### config.mk
export PLATFORM = sky130hd
export DESIGN_NAME = ps_cfg_loader
export DESIGN_NICKNAME = d
export VERILOG_FILES = /design/src/rtl/ps_cfg_pkg.sv /design/src/rtl/ps_cfg_tick.sv /design/src/rtl/ps_cfg_shifter.sv /design/src/rtl/ps_cfg_retry.sv /design/src/rtl/ps_cfg_loader.sv
export SDC_FILE = /design/constraint.sdc
export NUM_CORES = 1
export LEC_CHECK = 0
export ABC_AREA = 0
export BUFFER_PORTS_ARGS = -buffer_cell sky130_fd_sc_hd__buf_2
export CORE_ASPECT_RATIO = 1.75
export CORE_UTILIZATION = 40
export DETAILED_ROUTE_END_ITERATION = 10
export HOLD_SLACK_MARGIN = 0.05
export PLACE_DENSITY = 0.69
export SYNTH_ARGS = -nofsm -noshare
export SYNTH_HDL_FRONTEND = slang
export SYNTH_SLANG_ARGS = --single-unit
### constraint.sdc
create_clock -name clk -period 2.4 [get_ports clk]
set_input_delay 0 -clock clk [delete_from_list [all_inputs] [get_ports clk]]
set_output_delay 0 -clock clk [all_outputs]
set_load 0.01 [all_outputs]
### src/rtl/ps_cfg_pkg.sv
package ps_cfg_pkg;

  typedef enum logic [3:0] {
    ST_IDLE,
    ST_REQ,
    ST_WAIT,
    ST_DELAY,
    ST_FETCH,
    ST_SHIFT,
    ST_CHECK,
    ST_TRAIL,
    ST_FINAL
  } ld_state_t;

  // bits needed to hold values 0..maxval
  function automatic int ps_cnt_bits(input int maxval);
    return (maxval < 2) ? 1 : $clog2(maxval + 1);
  endfunction

  function automatic int ps_max(input int a, input int b);
    return (a > b) ? a : b;
  endfunction

  // number of clock toggles in the trailing burst, minus one (counter load)
  function automatic int ps_trail_load(input int pulses);
    return 2 * pulses;
  endfunction

endpackage

### src/rtl/ps_cfg_tick.sv
module ps_cfg_tick #(
  parameter int DIV = 4
) (
  input  logic clk,
  input  logic rst_n,
  output logic tick
);
  import ps_cfg_pkg::*;

  generate
    if (DIV <= 1) begin : g_every
      assign tick = 1'b1;
    end else begin : g_div
      localparam int CW = ps_cnt_bits(DIV - 1);
      logic [CW-1:0] cnt;
      always_ff @(posedge clk or negedge rst_n) begin
        if (!rst_n)                    cnt <= '0;
        else if (cnt == CW'(DIV - 1))  cnt <= '0;
        else                           cnt <= cnt + 1'b1;
      end
      assign tick = (cnt == CW'(DIV - 1));

      AST_TICK_SPACED: assert property (@(posedge clk) disable iff (!rst_n)
        tick |=> !tick);
    end
  endgenerate

endmodule

### src/rtl/ps_cfg_shifter.sv
module ps_cfg_shifter #(
  parameter int W = 8
) (
  input  logic         clk,
  input  logic         rst_n,
  input  logic         load,
  input  logic [W-1:0] byte_in,
  input  logic         step,
  output logic         bit_val,
  output logic         ev_data,
  output logic         ev_rise,
  output logic         ev_fall,
  output logic         byte_end
);
  import ps_cfg_pkg::*;
  localparam int IW = ps_cnt_bits(W - 1);

  logic [W-1:0]  sr;
  logic [IW-1:0] idx;
  logic [1:0]    ph;

  always_ff @(posedge clk or negedge rst_n) begin
    if (!rst_n) begin
      sr  <= '0;
      idx <= '0;
      ph  <= 2'd0;
    end else if (load) begin
      sr  <= byte_in;
      idx <= '0;
      ph  <= 2'd0;
    end else if (step) begin
      case (ph)
        2'd0:    ph <= 2'd1;
        2'd1:    ph <= 2'd2;
        default: begin
          ph  <= 2'd0;
          sr  <= {1'b0, sr[W-1:1]};
          idx <= idx + 1'b1;
        end
      endcase
    end
  end

  assign bit_val  = sr[0];
  assign ev_data  = step && (ph == 2'd0);
  assign ev_rise  = step && (ph == 2'd1);
  assign ev_fall  = step && (ph == 2'd2);
  assign byte_end = ev_fall && (idx == IW'(W - 1));

  AST_LOAD_AT_BOUNDARY: assert property (@(posedge clk) disable iff (!rst_n)
    load |-> (ph == 2'd0));
  AST_PHASE_LEGAL: assert property (@(posedge clk) disable iff (!rst_n)
    ph != 2'd3);

endmodule

### src/rtl/ps_cfg_retry.sv
module ps_cfg_retry #(
  parameter int MAX_TRIES = 3
) (
  input  logic clk,
  input  logic rst_n,
  input  logic clr,
  input  logic bump,
  output logic last_try
);
  import ps_cfg_pkg::*;
  localparam int TW = ps_cnt_bits(MAX_TRIES);

  logic [TW-1:0] tries;

  always_ff @(posedge clk or negedge rst_n) begin
    if (!rst_n)     tries <= '0;
    else if (clr)   tries <= '0;
    else if (bump)  tries <= tries + 1'b1;
  end

  assign last_try = (tries == TW'(MAX_TRIES - 1));

  AST_TRIES_BOUND: assert property (@(posedge clk) disable iff (!rst_n)
    tries < TW'(MAX_TRIES));
  AST_NO_BUMP_AT_LIMIT: assert property (@(posedge clk) disable iff (!rst_n)
    bump |-> !last_try);

endmodule

### src/rtl/ps_cfg_loader.sv
module ps_cfg_loader #(
  parameter int DIV          = 4,
  parameter int REQ_TICKS    = 3,
  parameter int DELAY_TICKS  = 255,
  parameter int TRAIL_PULSES = 45,
  parameter int MAX_TRIES    = 3
) (
  input  logic       clk,
  input  logic       rst_n,
  input  logic       start,
  input  logic [7:0] in_data,
  input  logic       in_valid,
  input  logic       in_last,
  output logic       in_ready,
  output logic       cfg_req_n,
  output logic       cfg_dclk,
  output logic       cfg_data,
  input  logic       tgt_status,
  input  logic       tgt_conf_done,
  input  logic       tgt_init_done,
  output logic       busy,
  output logic       done,
  output logic       error
);
  import ps_cfg_pkg::*;

  localparam int TRAIL_LOAD = ps_trail_load(TRAIL_PULSES);
  localparam int CNT_MAX    = ps_max(ps_max(REQ_TICKS, DELAY_TICKS), TRAIL_LOAD);
  localparam int CW         = ps_cnt_bits(CNT_MAX);

  ld_state_t     state;
  logic [CW-1:0] cnt;
  logic          pend, last_q;
  logic          req_n_q, dclk_q, dat_q, done_q, err_q;

  // named internal events
  logic tick, seq_go, byte_take, fail_ev, last_try, restart;
  logic sh_step, sh_bit, ev_data, ev_rise, ev_fall, byte_end;

  ps_cfg_tick #(.DIV(DIV)) u_tick (
    .clk(clk), .rst_n(rst_n), .tick(tick)
  );

  assign in_ready  = (state == ST_FETCH);
  assign byte_take = in_ready && in_valid;
  assign sh_step   = tick && (state == ST_SHIFT);
  assign seq_go    = tick && pend && (state == ST_IDLE);
  assign fail_ev   = tick && (((state == ST_CHECK) && (!tgt_status || (last_q && !tgt_conf_done)))
                           || ((state == ST_FINAL) && !tgt_init_done));
  assign restart   = seq_go || (fail_ev && !last_try);

  ps_cfg_shifter #(.W(8)) u_shift (
    .clk(clk), .rst_n(rst_n), .load(byte_take), .byte_in(in_data), .step(sh_step),
    .bit_val(sh_bit), .ev_data(ev_data), .ev_rise(ev_rise), .ev_fall(ev_fall),
    .byte_end(byte_end)
  );

  ps_cfg_retry #(.MAX_TRIES(MAX_TRIES)) u_retry (
    .clk(clk), .rst_n(rst_n), .clr(seq_go), .bump(fail_ev && !last_try),
    .last_try(last_try)
  );

  always_ff @(posedge clk or negedge rst_n) begin
    if (!rst_n) begin
      state   <= ST_IDLE;
      cnt     <= '0;
      pend    <= 1'b0;
      last_q  <= 1'b0;
      req_n_q <= 1'b1;
      dclk_q  <= 1'b0;
      dat_q   <= 1'b0;
      done_q  <= 1'b0;
      err_q   <= 1'b0;
    end else begin
      if (start && state == ST_IDLE) pend <= 1'b1;
      if (seq_go) begin
        pend   <= 1'b0;
        done_q <= 1'b0;
        err_q  <= 1'b0;
      end
      if (restart) begin
        state   <= ST_REQ;
        req_n_q <= 1'b0;
        dclk_q  <= 1'b0;
        dat_q   <= 1'b0;
        cnt     <= CW'(REQ_TICKS - 1);
      end else if (fail_ev) begin
        state <= ST_IDLE;
        err_q <= 1'b1;
      end else begin
        case (state)
          ST_REQ: if (tick) begin
            if (cnt == '0) begin
              req_n_q <= 1'b1;
              state   <= ST_WAIT;
            end else cnt <= cnt - 1'b1;
          end
          ST_WAIT: if (tick && tgt_status) begin
            state <= ST_DELAY;
            cnt   <= CW'(DELAY_TICKS - 1);
          end
          ST_DELAY: if (tick) begin
            if (cnt == '0) state <= ST_FETCH;
            else           cnt   <= cnt - 1'b1;
          end
          ST_FETCH: if (byte_take) begin
            last_q <= in_last;
            state  <= ST_SHIFT;
          end
          ST_SHIFT: begin
            if (ev_data) dat_q  <= sh_bit;
            if (ev_rise) dclk_q <= 1'b1;
            if (ev_fall) dclk_q <= 1'b0;
            if (byte_end) state <= ST_CHECK;
          end
          ST_CHECK: if (tick) begin
            if (last_q) begin
              state <= ST_TRAIL;
              cnt   <= CW'(TRAIL_LOAD);
            end else state <= ST_FETCH;
          end
          ST_TRAIL: if (tick) begin
            dclk_q <= ~dclk_q;
            if (cnt == '0) state <= ST_FINAL;
            else           cnt   <= cnt - 1'b1;
          end
          ST_FINAL: if (tick) begin
            state  <= ST_IDLE;
            done_q <= 1'b1;
          end
          default: state <= ST_IDLE;
        endcase
      end
    end
  end

  assign cfg_req_n = req_n_q;
  assign cfg_dclk  = dclk_q;
  assign cfg_data  = dat_q;
  assign busy      = (state != ST_IDLE);
  assign done      = done_q;
  assign error     = err_q;

  AST_REQ_ONLY_BUSY: assert property (@(posedge clk) disable iff (!rst_n)
    !busy |-> cfg_req_n);
  AST_CLK_LOW_IN_REQ: assert property (@(posedge clk) disable iff (!rst_n)
    !cfg_req_n |-> !cfg_dclk);
  AST_READY_AFTER_RELEASE: assert property (@(posedge clk) disable iff (!rst_n)
    in_ready |-> (cfg_req_n && !cfg_dclk && busy));
  AST_DATA_BEFORE_RISE: assert property (@(posedge clk) disable iff (!rst_n)
    $rose(cfg_dclk) |-> $stable(cfg_data));
  AST_DONE_IDLE: assert property (@(posedge clk) disable iff (!rst_n)
    done |-> !busy);
  AST_DONE_ERR_EXCL: assert property (@(posedge clk) disable iff (!rst_n)
    !(done && error));
  AST_PINS_ON_TICK: assert property (@(posedge clk) disable iff (!rst_n)
    !tick |=> ($stable(cfg_dclk) && $stable(cfg_req_n) && $stable(cfg_data)));

endmodule

==> reports/metrics.csv <==
stage,metric,value,unit
die,dieWidth,57.42,um
layout,mostFrequentLayoutCell,dfrtp_1,
sta,min_period_over_period,93.41,%
grt,antenna_found_initial,0,
routing,vias,1897,
layout,layout_common_cells,"dfrtp_1 (35), nor2_1 (26), nand2_1 (25), buf_2 (22), o21ai_0 (16)",
synthesis,synth_nets,257,
sta,finalSetupTns,0,ns
critical_path,rr_endpoint,cnt[2],
synthesis,synth-async-reset-ratio,100.0,%
pwr,power.density,1135,nW/um^2
layout,syn_to_final_growth,18.28,%
die,die_height,98.98,um
critical_path,reg2reg_depth,7,
grt,grt_usage,19.10,%
synthesis,ys_types,57,
worst_hold_path,min_to,last_q,
sta,finalSetupViolCount,0,
synthesis,avgSynthCellArea,9.186,um^2
critical_path,critPathRequiredTime,2.63,ns
sta,tightest_slew,0.8246,ns
clock_network,cts_setup_buffers,0,
critical_path,cp_max_fo,7,
synthesis,synth_edf_count,0,
worst_hold_path,hp-class,input pin to register,
synthesis,synth_xor_xnor_area_share,1.222,%
grt,grt_overflow,0,
worst_hold_path,min_path_cells,3,
sta,skew,0.004313,ns
sta,final_max_slew_viol_count,0,
clock_network,cts_tree,yes,
clock_network,cts.htree.levels,2,
routing,routedWlPerCell,15.35,um
clock_network,root_buffer,clkbuf_8,
layout,nets,295,
synthesis,yosys.area_share.adder,4.075,%
critical_path,cp.arrival,2.47,ns
layout,post-route-util,48.79,%
clock_network,cts.sinks,36,
clock_network,cts_hold_buf,12,
clock_network,path_clk_slew,0.07,ns
synthesis,ys_seq_area_share,41.97,%
critical_path,startpoint,u_tick.g_div.cnt[0],
sta,rsz0062_at_grt,false,
sta,fin_crit,2.242,ns
routing,drt_wl_total,5.021,mm
routing,firstDrtPassIters,7,
sta,whs,0.1705,ns
grt,grt_start_max_net_pins,37,
place,dp_cells,308,
synthesis,synth_top_family_by_area,simple AND/OR/NAND/NOR gates,
die,start_util,41.25,%
layout,instances_no_fill,327,
synthesis,yosysWarnings,0,
layout,diodes,0,
worst_hold_path,hp-start,in_valid,
die,die-area,5683,um^2
sta,fmax,0.4461,GHz
die,placementRows,35,
layout,fillers,473,
routing,drc_errors,1,
synthesis,synth_mux_area_share,5.180,%
critical_path,r2r_start,u_tick.g_div.cnt[0],
die,io_pins,23,
outcome,status,finished with violations,
clock_network,clock_latency,0.28,ns
layout,drive_gt1_share,17.65,%
die,core_region_area,5211,um^2
place,place_hpwl,3.617,mm
synthesis,synthCells,234,
place,gp_congestion,0.9471,
layout,final_cell_area,2542,um^2
synthesis,ys_ff_latch,36,
sta,relSlewSlack,45.03,%
place,dp_slack,0.1683,ns
sta,finalWorstSetupSlack,0.1581,ns
critical_path,r2r_setup_slack,0.16,ns
clock_network,numCtsBuffers,5,
grt,grt_pass1_wl,8.445,mm
synthesis,synth_ff_type,dfrtp_1,
synthesis,synth_area,2150,um^2
pwr,total_power,2.885,mW
grt,grt_pass1_vias,1925,
pwr,p_leak,1.178,nW
critical_path,worst_setup_path_start_kind,register,
pwr,ir_worst_vdd,509.6,uV
routing,ant_nets,0,
routing,via_per_inst,5.801,
routing,drt_iter0_markers,79,
critical_path,crit_type,register to register,
clock_network,ctsLongestPathBuffers,2,
run,maxCapViolations,0,
place,dpl-instance-area,2326,um^2
clock_network,ctsResizeCount,0,
synthesis,yosys.area_share.simple,21.42,%
outcome,violations,design-rule violations,
place,portBuffers,22,
synthesis,synth_compound_area_share,20.78,%
critical_path,end_kind,register,
sta,hold_viol,0,
## worst max-delay path, stage by stage (launching register included)
cell	delay, ns
dfrtp_1	0.38
ha_1	0.31
inv_1	0.19
a2111o_1	0.47
o2111a_1	0.18
o21ai_1	0.40
a21o_1	0.13
a22o_1	0.12
## worst max-delay path by stage
stage                     endpoint  slack [ns]  depth (start not counted)
final                       cnt[2]        0.16                          7
after global routing      state[2]       0.003                          6
after CTS                   cnt[1]        0.15                          7
after detailed placement    cnt[1]        0.17                          7
after global placement      cnt[2]        0.22                          7
after floorplan           state[1]        0.33                          9
## Yosys cell counts, drive strengths merged (4+ instances only)
library cell | n | area (um^2)
nor3 | 9 | 50.05
nand3 | 8 | 40.04
nand2 | 25 | 93.84
and3 | 5 | 31.28
ha | 7 | 87.58
inv | 10 | 37.53
buf | 10 | 66.31
nand2b | 4 | 25.02
nor2 | 26 | 97.59
mux2i | 10 | 100.1
nor4 | 4 | 46.29
dfrtp | 35 | 875.8
o21ai | 18 | 90.09
a21oi | 14 | 70.07
## flip-flops by register name, indices dropped and copies added, names as in the netlist
signal	cells
u_shift.sr	8
last_q	1
u_shift.ph	2
state	4
cnt	8
done	1
error	1
u_retry.tries	2
cfg_req_n	1
cfg_data	1
cfg_dclk	1
u_tick.g_div.cnt	2
pend	1
u_shift.idx	3
## report_power, final
part           internal (mW)  switching [mW]  leakage (nW)
Combinational          0.589           0.692         0.689
Sequential             0.863           0.278         0.439
Clock                  0.256           0.208        0.0503
Total                   1.71            1.18          1.18
## area by class of cell
class                   instances  area [um^2]  area share [%]
multi-input cells             175         1132           44.54
flip-flops and latches         36        902.1           35.48
repair buffers                 44        305.3           12.01
clock buffers                   7        96.34           3.789
well taps                      55        68.82           2.707
inverters                      10        37.54           1.476
## logic make-up (layout without fill, tap and decap cells)
logic type                 after synthesis  count (layout)
and+or+nand+nor                         91              91
AOI/OAI and AO/OA                       63              63
DFF                                     36              36
buffers and inverters                   23              61
muxes                                   11              11
adders and majority gates                7               7
xor gates and xnor gates                 3               3
## routing by layer
metal | share of wire, % | vias to the layer above | global-route usage (%)
met5 | 0 | - | 0
met4 | 3.2 | 0 | 10.32
met3 | 3.0 | 14 | 3.675
met2 | 54 | 46 | 34.53
met1 | 40 | 910 | 20.10
li1 | - | 927 | -
No activity file was read; power rests on OpenSTA's default activity.
